## config.mk

```make
export PLATFORM = sky130hd
export DESIGN_NAME = sector_erase_ctrl
export DESIGN_NICKNAME = d
export VERILOG_FILES = /design/src/rtl/sec_erase_pkg.sv /design/src/rtl/sec_erase_dp.sv /design/src/rtl/sec_erase_ctrl.sv /design/src/rtl/sector_erase_ctrl.sv
export SDC_FILE = /design/constraint.sdc
export NUM_CORES = 1
export LEC_CHECK = 0
export BUFFER_PORTS_ARGS = -buffer_cell sky130_fd_sc_hd__buf_4
export CORE_ASPECT_RATIO = 1.5
export CORE_UTILIZATION = 45
export DETAILED_ROUTE_END_ITERATION = 6
export PLACE_DENSITY = 0.81
export SYNTH_ARGS = -nofsm -noshare
export SYNTH_HDL_FRONTEND = slang
export SYNTH_SLANG_ARGS = --single-unit
```

## constraint.sdc

```tcl
create_clock -name clk -period 2.7 [get_ports clk]
set_clock_uncertainty 0.05 [all_clocks]
set_input_delay 0 -clock clk [delete_from_list [all_inputs] [get_ports clk]]
set_output_delay 0 -clock clk [all_outputs]
set_load 0.02 [all_outputs]
```

## src/rtl/sec_erase_pkg.sv

```systemverilog
package sec_erase_pkg;

  typedef enum logic [1:0] {
    OP_NONE    = 2'b00,
    OP_ERASE   = 2'b01,
    OP_SUSPEND = 2'b10,
    OP_RESUME  = 2'b11
  } cmdOpE;

  typedef enum logic [1:0] {
    ST_IDLE,
    ST_BIAS,
    ST_VERIFY,
    ST_SUSP
  } eraseStateE;

  // strobes from control to datapath
  typedef struct packed {
    logic loadCmd;
    logic loadTimer;
    logic incStep;
    logic setReject;
    logic setError;
  } dpStrobeT;

endpackage

```

## src/rtl/sec_erase_dp.sv

```systemverilog
module sec_erase_dp
  import sec_erase_pkg::*;
#(
  parameter int NUM_SECTORS = 64,
  parameter int MAX_STEPS   = 32,
  parameter int STEP_CYCLES = 8,
  localparam int SECT_W = $clog2(NUM_SECTORS),
  localparam int STEP_W = $clog2(MAX_STEPS),
  localparam int TMR_W  = $clog2(STEP_CYCLES + 1)
) (
  input  logic                   clk,
  input  logic                   rstN,
  input  dpStrobeT               strobe,
  input  logic [SECT_W-1:0]      cmdSector,
  input  logic [NUM_SECTORS-1:0] protMask,
  output logic                   sectorProt,
  output logic                   timerZero,
  output logic                   stepLast,
  output logic [STEP_W-1:0]      stepIdx,
  output logic [SECT_W-1:0]      activeSector,
  output logic                   protReject,
  output logic                   eraseError
);

  logic [TMR_W-1:0] stepTimer;

  assign sectorProt = protMask[cmdSector];
  assign timerZero  = (stepTimer == '0);
  assign stepLast   = (stepIdx == STEP_W'(MAX_STEPS - 1));

  always_ff @(posedge clk or negedge rstN) begin
    if (!rstN) begin
      stepTimer <= '0;
    end else if (strobe.loadTimer) begin
      stepTimer <= TMR_W'(STEP_CYCLES - 1);
    end else if (!timerZero) begin
      stepTimer <= stepTimer - 1'b1;
    end
  end

  always_ff @(posedge clk or negedge rstN) begin
    if (!rstN) begin
      stepIdx      <= '0;
      activeSector <= '0;
      protReject   <= 1'b0;
      eraseError   <= 1'b0;
    end else begin
      if (strobe.loadCmd) begin
        stepIdx      <= '0;
        activeSector <= cmdSector;
        protReject   <= 1'b0;
        eraseError   <= 1'b0;
      end else if (strobe.incStep) begin
        stepIdx <= stepIdx + 1'b1;
      end
      if (strobe.setReject) protReject <= 1'b1;
      if (strobe.setError)  eraseError <= 1'b1;
    end
  end

endmodule

```

## src/rtl/sec_erase_ctrl.sv

```systemverilog
module sec_erase_ctrl
  import sec_erase_pkg::*;
(
  input  logic       clk,
  input  logic       rstN,
  input  logic       cmdValid,
  input  logic [1:0] cmdOp,
  input  logic       sectorProt,
  input  logic       timerZero,
  input  logic       stepLast,
  input  logic       verifyPass,
  output dpStrobeT   strobe,
  output logic       busy,
  output logic       suspended,
  output logic       biasOn,
  output logic       verifyReq
);

  eraseStateE state, stateNext;
  logic suspPend;
  logic eraseCmd, suspCmd, resumeCmd;

  assign eraseCmd  = cmdValid && (cmdOp == OP_ERASE);
  assign suspCmd   = cmdValid && (cmdOp == OP_SUSPEND);
  assign resumeCmd = cmdValid && (cmdOp == OP_RESUME);

  assign busy      = (state == ST_BIAS) || (state == ST_VERIFY);
  assign suspended = (state == ST_SUSP);
  assign biasOn    = (state == ST_BIAS);
  assign verifyReq = (state == ST_VERIFY);

  always_comb begin
    stateNext = state;
    strobe    = '0;
    unique case (state)
      ST_IDLE: begin
        if (eraseCmd) begin
          if (sectorProt) begin
            strobe.setReject = 1'b1;
          end else begin
            strobe.loadCmd   = 1'b1;
            strobe.loadTimer = 1'b1;
            stateNext        = ST_BIAS;
          end
        end
      end
      ST_BIAS: begin
        if (timerZero) stateNext = (suspPend || suspCmd) ? ST_SUSP : ST_VERIFY;
      end
      ST_VERIFY: begin
        if (verifyPass) begin
          stateNext = ST_IDLE;
        end else if (stepLast) begin
          strobe.setError = 1'b1;
          stateNext       = ST_IDLE;
        end else begin
          strobe.incStep   = 1'b1;
          strobe.loadTimer = 1'b1;
          stateNext        = ST_BIAS;
        end
      end
      ST_SUSP: begin
        if (resumeCmd) begin
          strobe.loadTimer = 1'b1;
          stateNext        = ST_BIAS;
        end
      end
      default: stateNext = ST_IDLE;
    endcase
  end

  always_ff @(posedge clk or negedge rstN) begin
    if (!rstN) begin
      state    <= ST_IDLE;
      suspPend <= 1'b0;
    end else begin
      state <= stateNext;
      if (stateNext == ST_SUSP || stateNext == ST_IDLE) suspPend <= 1'b0;
      else if (busy && suspCmd)                         suspPend <= 1'b1;
    end
  end

endmodule

```

## src/rtl/sector_erase_ctrl.sv

```systemverilog
module sector_erase_ctrl
  import sec_erase_pkg::*;
#(
  parameter int NUM_SECTORS = 64,
  parameter int MAX_STEPS   = 32,
  parameter int STEP_CYCLES = 8,
  localparam int SECT_W = $clog2(NUM_SECTORS),
  localparam int STEP_W = $clog2(MAX_STEPS)
) (
  input  logic                   clk,
  input  logic                   rstN,
  input  logic                   cmdValid,
  input  logic [1:0]             cmdOp,
  input  logic [SECT_W-1:0]      cmdSector,
  input  logic [NUM_SECTORS-1:0] protMask,
  input  logic                   verifyPass,
  output logic                   busy,
  output logic                   suspended,
  output logic                   protReject,
  output logic                   eraseError,
  output logic                   biasOn,
  output logic [STEP_W-1:0]      biasLevel,
  output logic                   verifyReq,
  output logic [SECT_W-1:0]      activeSector
);

  dpStrobeT strobe;
  logic sectorProt, timerZero, stepLast;

  sec_erase_ctrl u_ctrl (
    .clk        (clk),
    .rstN       (rstN),
    .cmdValid   (cmdValid),
    .cmdOp      (cmdOp),
    .sectorProt (sectorProt),
    .timerZero  (timerZero),
    .stepLast   (stepLast),
    .verifyPass (verifyPass),
    .strobe     (strobe),
    .busy       (busy),
    .suspended  (suspended),
    .biasOn     (biasOn),
    .verifyReq  (verifyReq)
  );

  sec_erase_dp #(
    .NUM_SECTORS (NUM_SECTORS),
    .MAX_STEPS   (MAX_STEPS),
    .STEP_CYCLES (STEP_CYCLES)
  ) u_dp (
    .clk          (clk),
    .rstN         (rstN),
    .strobe       (strobe),
    .cmdSector    (cmdSector),
    .protMask     (protMask),
    .sectorProt   (sectorProt),
    .timerZero    (timerZero),
    .stepLast     (stepLast),
    .stepIdx      (biasLevel),
    .activeSector (activeSector),
    .protReject   (protReject),
    .eraseError   (eraseError)
  );

endmodule

```

==> impl_results.md, run 1 <==
* Worst-skew pair later-pin latency at 0.26 ns
* Root Buffer: clkbuf_8
* Crit-path slowest cell: dfrtp_1
* Sw Share at between 40% and 50%
* Post-synthesis cell area at 0.001674 mm²
* GRT Util Overall at around 25%
* Number of placement rows at 26
* Slowest cell delay on critical path at 0.43 ns
* Most instantiated cells after synthesis: dfrtp_1, mux4_2, mux2i_1
* Cell count after synthesis at 152
* Critical path type: flip-flop to flip-flop
* Share of cells above drive strength 1 at about half
* Cells after DPL at around 280
* Vias in the first global route at approximately 1800
* Synth cell types at 47
* Leakage Power at between 1 and 1.5 nW
* Main area contributors after synthesis: dfrtp_1, mux4_2, mux2i_1
* Max IR drop VDD at ~0.00046 V
* CTS sink cnt at 20
* Syn_area_per_cell at roughly 11 µm²
* CTS buffer count at 3
* Final Max Slew Viols at 0
* Initial antenna violation count at 0
* I/O pins at between 90 and 100
* Global routing usage on met3 at under 10%
* Final setup violation count at 0
* Maximum number of pins on one net before global-route repair at 21
* Hold_ws at between 0.06 and 0.07 ns
* Post-Syn Nets at 236
* GPL Wtd Cong at between 0.7 and 0.8
* # diodes at 0
* DPL Wire Length at roughly 3.6 mm
* Synth top area share at 29.90%
* Max Freq at about 430 MHz
* Place WS at between 0.3 and 0.4 ns
* Clock buffer depth at 2
* FF+latch count, synth at 20
* Actual slew at the worst max-slew pin at between 0.4 and 0.5 ns
* Worst EP required at approximately 2.8 ns
* Clock power share at ~13%
* Setup Fix Bufs, Post-CTS at 0
* Design Area, Final at between 0.002 and 0.0025 mm²
* DRT Wirelength at 4.190 mm
* Top-count cell post-synth: dfrtp_1
* Max-cap violations at 0
* Global route hottest layer: met2
* Post-synth top flop: dfrtp_1
* Post-synthesis sequential area ratio at 29.90%
* Worst slew margin at between 60% and 70%
* Worst-path fanout max at 4
* # DRC at 0
* TritonCTS clock tree: yes
* CP cell instances: ha_1 > and3_1 > ha_1 > nor3b_1 > nor3_1 > o21ai_0 > o21ai_0 > xnor2_1 > o21ba_2
* DRT Pass-1 Iters at 4
* Hold Path Class: primary input to flip-flop
* Gr ovfl total at 0
* Post-DP Area at ~0.0024 mm²
* Fin. Hold Viols at 0
* Ys async rst share at between 90% and 100%
* Initial Util at roughly 48%
* Final period util at around 87%
* Pwr dens at approximately 720 mW/mm²
* Post-DRT Antenna Nets at 0
* Logic gate share of total power at 57.3%
* Post-Layout Cell Count at 290
* Met1 Use GR at about 25%
* Crit path capture type: flip-flop
* H-tree depth at 1
* Int Power at roughly 0.0011 W
* Startpoint types: flip-flop
* Part of the power in registers at 30.0%
* Clock-pin slew of the registers on the worst-case setup and hold paths at 0.07 ns
* Setup_tns at 0 ns
* Port Buffers at between 90 and 100
* Psw at roughly 0.0007 W
* Synth-to-Final Area Change at 48.95%
* Min Tclk post-route at between 2 and 2.5 ns
* Top cell type by total area after synthesis: dfrtp_1
* Final Net Count at about 330
* CP Data Arrival Time at about 2.5 ns
* Die ar. at ~0.0040 mm²
* Post-DR wirelength/cell at ~14 µm
* Via-per-instance ratio at between 5 and 6
* Total core area at around 0.0035 mm²
* Post-route worst setup slack at between 0.3 and 0.4 ns
* Die Y at between 70 and 80 µm
* Via count at about 1600
* EDFF count, synth at 0
* Syn. warnings at 0
* Iteration-0 DRC Markers at 13
* Run status: complete, no violations
* RSZ-0062 raised after global routing: no
* First-pass GRT wire length at 7.403 mm
* Die W at about 52 µm
* Routing usage on met2 at between 40% and 50%
## layout make-up
cell class                 instances  area (µm²)
multi-input combinational        116        1096
fill                             268       987.2
timing repair buffer              99       755.7
sequential                        20       500.5
clock buffer                       4       55.05
tap                               42       52.55
inverter                           9       33.78
## registers in the layout (all words and copies together), names as in the netlist
| signal | cells |
|---|---|
| u_ctrl.state | 2 |
| u_ctrl.suspPend | 1 |
| u_dp.activeSector | 6 |
| u_dp.eraseError | 1 |
| u_dp.protReject | 1 |
| u_dp.stepIdx | 5 |
| u_dp.stepTimer | 4 |
## cell families (layout without fill, tap and decap cells)
logic type	Yosys count	in the layout	share of synthesized area (%)
and+or+nand+nor	42	42	14.13
xor gates and xnor gates	5	5	2.616
muxes	33	33	30.49
buffers and inverters	16	112	4.634
DFF	20	20	29.90
adders and majority gates	8	8	5.979
AOI/OAI and AO/OA	28	28	12.26
## power by group through the flow
stage	sequential [W]	combinational, W	clock (W)
global placement	0.000538	0.000996	0
CTS	0.000537	0.00103	0.000231
global route	0.000557	0.00113	0.000244
detailed placement	0.000541	0.00102	0
finish	0.000536	0.00102	0.000227
floorplan	0.000618	0.000557	0
## layer usage
| metal | part of all wire (%) | up-vias |
|---|---|---|
| li1 | - | 771 |
| met5 | 0 | - |
| met4 | 1.6 | 0 |
| met3 | 7.2 | 7 |
| met2 | 57 | 79 |
| met1 | 34 | 755 |
## critical path, delay by kind of cell (launching register included)
kind	cells	cell delay, ns
compound gates	3	0.51
xor+xnor	1	0.18
fa+ha+maj	2	0.42
simple gates	3	0.65
flops	1	0.43
## what timing repair did
| item | in CTS | in global routing |
|---|---|---|
| gates resized for setup | 0 | 0 |
| hold buffers | 5 | 0 |
| hold endpoints to repair | 24 | 0 |
## cells in the final DEF, fill, tap and decap left out, types with 3 or more instances in the layout
cell type       n
a21oi_1         3
buf_4          94
clkbuf_8        4
dfrtp_1        20
dlygate4sd3_1   5
ha_1            8
inv_1           9
mux2_1          3
mux2_2          3
mux2i_1        12
mux4_2         13
nand2_1         9
nor2_1          9
nor2b_1         3
nor3_1          4
o21ai_0         8
o311ai_1        3
xnor2_1         3
## path summary, 6_finish.rpt
| path | slack, ns | end | cells past startpoint | startpoint |
|---|---|---|---|---|
| max in group asynchronous | 2.29 | u_dp.stepTimer[0] | 2 | rstN |
| setup reg to reg | 0.35 | u_ctrl.suspPend | 9 | u_dp.stepIdx[0] |
| setup / recovery | 0.35 | u_ctrl.suspPend | 9 | u_dp.stepIdx[0] |
| min in group asynchronous | 0.09 | u_dp.eraseError | 2 | rstN |
| hold reg to reg | 0.45 | u_dp.activeSector[2] | 1 | u_dp.activeSector[2] |
| hold / removal | 0.07 | u_dp.activeSector[3] | 2 | cmdSector[3] |
## metrics by stage
| stage | power, W | utilization [%] |
|---|---|---|
| after floorplan | 0.001175 | - |
| after global placement | 0.001534 | 68.62 |
| after detailed placement | 0.001558 | 68.62 |
| after CTS | 0.001798 | 71.64 |
| after global routing | 0.001932 | 71.64 |
| final | 0.001788 | 71.64 |
(Power assumes the default switching activity.)
==> run 2, diff against run 1 <==
Clock period 2.7 ns to 2.4 ns, I/O delays scaled along.
==> impl_results.md, run 2 (synthesized netlist as in run 1, its figures left out) <==
* First-pass GRT wire length at 7.224 mm (-2.4%)
* Maximum number of pins on one net before global-route repair at 21 (unchanged)
* I/O pins at 93 (unchanged)
* Startpoint types: flip-flop
* Post-DR wirelength/cell at 14.63 µm (+1.3%)
* Synth-to-Final Area Change at 49.48%
* Final period util at 87.99% (+0.96 points)
* Die Y at 76.70 µm (unchanged)
* Worst EP required at 2.50 ns (-0.31 ns)
* Most flops, register: u_dp.activeSector
* Post-Layout Cell Count at 289 (-0.34%)
* R2r endpoint: u_ctrl.suspPend
* Post-DRT Antenna Nets at 0 (unchanged)
* Run status: complete, no violations
* Reg2reg setup slack at 0.29 ns (-0.06 ns)
* RSZ-0062 raised after global routing: no
* Top Registers: u_dp.activeSector: 6 flops, u_dp.stepIdx: 5 flops, u_dp.stepTimer: 4 flops
* Worst-skew pair later-pin latency at 0.25 ns (about the same)
* Max-cap violations at 0 (unchanged)
* Max reg flops at 6 (unchanged)
* Initial Util at 48.09% (unchanged)
* Tot Pwr at 0.002083 W (+16%)
* Vias in the first global route at 1817 (+1.1%)
* Hold Path Class: primary input to flip-flop
* Crit path capture type: flip-flop
* CTS sink cnt at 20 (unchanged)
* Leading cell types in the layout, fill and taps excluded: buf_4, dfrtp_1, mux4_2, mux2i_1
* Worst slew margin at 69.51% (-0.38 points)
* Hold path depth at 2 (unchanged)
* Resize count post-CTS at 0 (unchanged)
* # diodes at 0 (unchanged)
* Number of placement rows at 26 (unchanged)
* Die ar. at 0.003973 mm² (unchanged)
* Fin. Hold Viols at 0 (unchanged)
* H-tree depth at 1 (unchanged)
* GPL Wtd Cong at 0.8135 (+6.2%)
* DRT Wirelength at 4.228 mm (+0.91%)
* Die W at 51.80 µm (unchanged)
* CP Data Arrival Time at 2.21 ns (-0.25 ns)
* # hold bufs at CTS at 3 (-2)
* Max IR drop VDD at 0.0006863 V (+48%)
* Final Net Count at 332 (-0.30%)
* Min Tclk post-route at 2.112 ns (-0.2380 ns)
* Hold worst-path end: u_dp.activeSector[4]
* Cells after DPL at 282 (+0.36%)
* Clock buffer depth at 2 (unchanged)
* Pwr dens at 832.3 mW/mm² (+16%)
* Final setup violation count at 0 (unchanged)
* Port Buffers at 92 (unchanged)
* Via-per-instance ratio at 5.699 (+2.5%)
* Clock-pin slew of the registers on the worst-case setup and hold paths at 0.07 ns (about the same)
* DPL Wire Length at 3.628 mm (+1.9%)
* Root Buffer: clkbuf_8
* R2R Path Start: u_dp.stepTimer[0]
* # DRC at 0 (unchanged)
* Leakage Power at 1.211 nW (+0.48%)
* Most common cell after layout, fill and taps aside: buf_4
* Via count at 1647 (+2.2%)
* Total core area at 0.003481 mm² (unchanged)
* CTS buffer count at 3 (unchanged)
* Gr ovfl total at 0 (unchanged)
* Worst-path fanout max at 4 (unchanged)
* Share of cells above drive strength 1 at 50.61% (+1.0 points)
* Worst reg2reg path depth at 8 (-1)
* Actual slew at the worst max-slew pin at 0.4536 ns (+0.005580 ns)
* DRT Pass-1 Iters at 4 (unchanged)
* Worst min-delay path startpoint: cmdSector[4]
* Setup_tns at 0 ns (unchanged)
* Critical path type: flip-flop to flip-flop
* Max Freq at 473.6 MHz (+11%)
* Initial antenna violation count at 0 (unchanged)
* Setup Fix Bufs, Post-CTS at 0 (unchanged)
* Iteration-0 DRC Markers at 31 (+18)
* GRT Util Overall at 23.70% (-0.95 points)
* Final Max Slew Viols at 0 (unchanged)
* TritonCTS clock tree: yes
run 2: cell types whose count changed in the layout (fill, tap and decap cells not counted):
cell	before	now
clkbuf_8	4	3
bufinv_16	0	1
nor3b_1	2	1
buf_4	94	95
nor3b_2	0	1
dlygate4sd3_1	5	3
run 2: worst max path at each step:
stage	endpoint	cells after the start	startpoint	slack, ns
after floorplan	u_ctrl.suspPend	9	u_dp.stepIdx[0]	0.14
after global placement	u_dp.activeSector[4]	7	cmdSector[0]	0.14
after detailed placement	u_dp.activeSector[2]	7	cmdSector[0]	0.09
after CTS	u_dp.stepTimer[3]	8	u_dp.stepIdx[0]	0.28
after global routing	u_ctrl.suspPend	8	u_dp.stepTimer[0]	0.12
final	u_ctrl.suspPend	8	u_dp.stepTimer[0]	0.29
run 2: worst max-delay path, stage by stage (launching register included):
cell,delay (ns)
dfrtp_1,0.37
inv_1,0.09
ha_1,0.22
or3b_2,0.51
nor3_1,0.17
o21ai_0,0.13
o21ai_0,0.16
xnor2_1,0.12
o21ba_2,0.19
run 2: layer usage:
layer  wire [µm]  share of wire, %  GRT usage (%)
met1        1394                33          23.48
met2        2416                57          46.36
met5           0                 0              0
met3         315               7.5          4.167
met4         102               2.4          7.838
run 2: layout make-up:
cell class / instances / area (µm²)
Fill cell: 262 / 978.4
Sequential cell: 20 / 500.5
Inverter: 9 / 33.78
Timing Repair Buffer: 98 / 743.2
Tap cell: 42 / 52.55
Multi-Input combinational cell: 116 / 1101
Clock inverter: 1 / 30.03
Clock buffer: 3 / 41.29
run 2: power by group:
| part | switching [W] | internal, W |
|---|---|---|
| sequential | 0.000120 | 0.000487 |
| combinational | 0.000577 | 0.000572 |
| clock | 0.000104 | 0.000222 |
| total | 0.000801 | 0.00128 |
run 2: metrics by stage:
stage               worst slack, ns  util [%]  hold slack, ns  instance area, µm²
finish                       0.2883     71.89        0.004123                2502
global route                 0.1170     71.89         0.01163                2502
CTS                          0.2845     71.89        0.002722                2502
detailed placement          0.09084     68.98         -0.1614                2401
global placement             0.1394     68.98         -0.1647                2401
floorplan                    0.1399         -         -0.3456                1679
==> run 3, diff against run 2 <==
Clock period 2.4 ns to 2.1 ns, I/O delays scaled along.
==> impl_results.md, run 3 (synthesized netlist as in run 1, its figures left out) <==
* Top Registers: u_dp.activeSector: 6 flops, u_dp.stepIdx: 5 flops, u_dp.stepTimer: 4 flops
* Int Power at 0.001553 W (+21%)
* Die W at 51.80 µm (unchanged)
* WP buf/inv at 1 (unchanged)
* Final setup violation count at 0 (unchanged)
* Hold_ws at -0.004628 ns (-0.008751 ns)
* Max-cap violations at 0 (unchanged)
* I/O pins at 93 (unchanged)
* Vias in the first global route at 1719 (-5.4%)
* Failing checks: negative hold slack
* Logic gate share of total power at 57.5% (+2.3 points)
* Post-Layout Cell Count at 297 (+2.8%)
* Tot Pwr at 0.002525 W (+21%)
* Maximum number of pins on one net before global-route repair at 21 (unchanged)
* Max reg flops at 6 (unchanged)
* Leading cell types in the layout, fill and taps excluded: buf_4, dfrtp_1, mux4_2, mux2i_1
* Fin. Hold Viols at 1 (+1)
* Min Tclk post-route at 2.050 ns (-0.06151 ns)
* Share of cells above drive strength 1 at 54.12% (+3.5 points)
* Gr ovfl total at 0 (unchanged)
* # DRC at 0 (unchanged)
* Pwr dens at 968.5 mW/mm² (+16%)
* Run status: finished with violations
* GPL Wtd Cong at 0.8093 (-0.52%)
* Die ar. at 0.003973 mm² (unchanged)
* Final Net Count at 340 (+2.4%)
* Hold Path Class: primary input to flip-flop
* Worst EP required at 2.21 ns (-0.29 ns)
* Place WS at -0.03874 ns (-0.1296 ns)
* Critical path type: flip-flop to flip-flop
* Part of the power in registers at 27.4% (-1.7 points)
* TritonCTS clock tree: yes
* H-tree depth at 1 (unchanged)
* Setup_tns at 0 ns (unchanged)
* Worst slew margin at 71.45% (+1.9 points)
* Most flops, register: u_dp.activeSector
* Max Freq at 487.8 MHz (+3.0%)
* Leakage Power at 1.248 nW (+3.1%)
* Crit path capture type: flip-flop
* Port Buffers at 92 (unchanged)
* # diodes at 0 (unchanged)
* Top Family by Delay on Critical Path: simple AND/OR/NAND/NOR gates
* Cells after DPL at 287 (+1.8%)
* Sw Share at 38.49% (+0.045 points)
* Initial antenna violation count at 0 (unchanged)
* GRT Util Overall at 23.06% (-0.64 points)
* Crit-path slowest cell: or3b_2
* CP Data Arrival Time at 2.16 ns (-0.05 ns)
* Most common cell after layout, fill and taps aside: buf_4
* Startpoint types: flip-flop
* Post-DR wirelength/cell at 14.30 µm (-2.3%)
* Via-per-instance ratio at 5.542 (-2.8%)
* Post-route worst setup slack at 0.04985 ns (-0.2385 ns)
* CTS buffer count at 3 (unchanged)
* DPL Wire Length at 3.570 mm (-1.6%)
* Die Y at 76.70 µm (unchanged)
* Clock-pin slew of the registers on the worst-case setup and hold paths at 0.07 ns (about the same)
* DRT Wirelength at 4.247 mm (+0.45%)
* Synth-to-Final Area Change at 55.75%
* Actual slew at the worst max-slew pin at 0.4246 ns (-0.02891 ns)
* Clock buffer depth at 2 (unchanged)
* Worst-skew pair later-pin latency at 0.26 ns (about the same)
* Clock power share at 15.1% (-0.6 points)
* Total core area at 0.003481 mm² (unchanged)
* Initial Util at 48.09% (unchanged)
* DRT Pass-1 Iters at 4 (unchanged)
* Max IR drop VDD at 0.0007451 V (+8.6%)
* Psw at 0.0009719 W (+21%)
* Layout fillers at 250 (-4.6%)
* Number of placement rows at 26 (unchanged)
* Iteration-0 DRC Markers at 19 (-39%)
* Final Max Slew Viols at 0 (unchanged)
* First-pass GRT wire length at 7.010 mm (-3.0%)
* CP cell instances: inv_1 > ha_4 > or3b_2 > nor3_1 > o21ai_1 > o21ai_2 > xnor2_1 > o21ba_2
* Worst-path fanout max at 4 (unchanged)
* CTS sink cnt at 20 (unchanged)
* Post-DRT Antenna Nets at 0 (unchanged)
* Slowest cell delay on critical path at 0.49 ns (-0.02 ns)
* Via count at 1646 (-0.061%)
* Final period util at 97.63% (+9.6 points)
* Root Buffer: clkbuf_8
-- run 3: repair_timing --
action / in CTS / in global routing
resized for setup: 2 / 2
hold buffers: 4 / 0
endpoints found under the hold margin: 23 / 0
setup endpoints to repair: 1 / 2
pin swaps: 0 / 1
buffers inserted: 1 / 1
-- run 3: area by class of cell --
cell class / count / area [µm²] / share of cell area [%]
Tap cell: 42 / 52.55 / 2.015
Sequential cell: 20 / 503.0 / 19.29
Inverter: 9 / 33.78 / 1.296
Clock buffer: 3 / 41.29 / 1.583
Multi-Input combinational cell: 116 / 1129 / 43.28
Timing Repair Buffer: 106 / 818.3 / 31.38
Clock inverter: 1 / 30.03 / 1.152
-- run 3: per-stage QoR --
| stage | hold WS [ns] | cell area (µm²) | utilization [%] |
|---|---|---|---|
| floorplan | -0.3456 | 1697 | - |
| global placement | -0.1635 | 2465 | 70.81 |
| detailed placement | -0.1603 | 2465 | 70.81 |
| CTS | 0.0002277 | 2586 | 74.30 |
| global route | 0.02018 | 2608 | 74.91 |
| finish | -0.004628 | 2608 | 74.91 |
-- run 3: power by group through the flow --
stage          Combinational [W]  Clock [W]  Sequential, W
2_1_floorplan           0.000727          0       0.000800
5_1_grt                  0.00157   0.000398       0.000715
3_5_place_dp             0.00133          0       0.000699
6_report                 0.00145   0.000381       0.000693
4_1_cts                  0.00139   0.000385       0.000693
3_3_place_gp             0.00130          0       0.000692
-- run 3: worst register-to-register path, cell delays in order, from the launching register on --
cell and delay (ns):
dfrtp_1 0.38, inv_1 0.14, ha_4 0.17, or3b_2 0.49, nor3_1 0.19, o21ai_1 0.12
o21ai_2 0.10, xnor2_1 0.12, o21ba_2 0.20
-- run 3: path summary, 6_finish.rpt --
kind,from,to,slack [ns],depth (start not counted)
max,u_dp.stepTimer[0],u_ctrl.suspPend,0.05,8
min reg2reg,u_dp.activeSector[4],u_dp.activeSector[4],0.45,1
max in group asynchronous,rstN,u_dp.stepIdx[1],1.69,2
min in group asynchronous,rstN,u_dp.eraseError,0.09,2
min,cmdSector[2],u_dp.activeSector[2],-0.005,2
max reg2reg,u_dp.stepTimer[0],u_ctrl.suspPend,0.05,8
-- run 3: per-layer routing --
metal  wire [µm]  part of all wire, %  vias to the layer above  track usage (%)
li1            -                    -                      787                -
met1        1532                   36                      770            24.13
met2        2292                   54                       80            43.38
met3         312                  7.3                        9            3.373
met4         109                  2.6                        0            9.459
met5           0                    0                        -                0
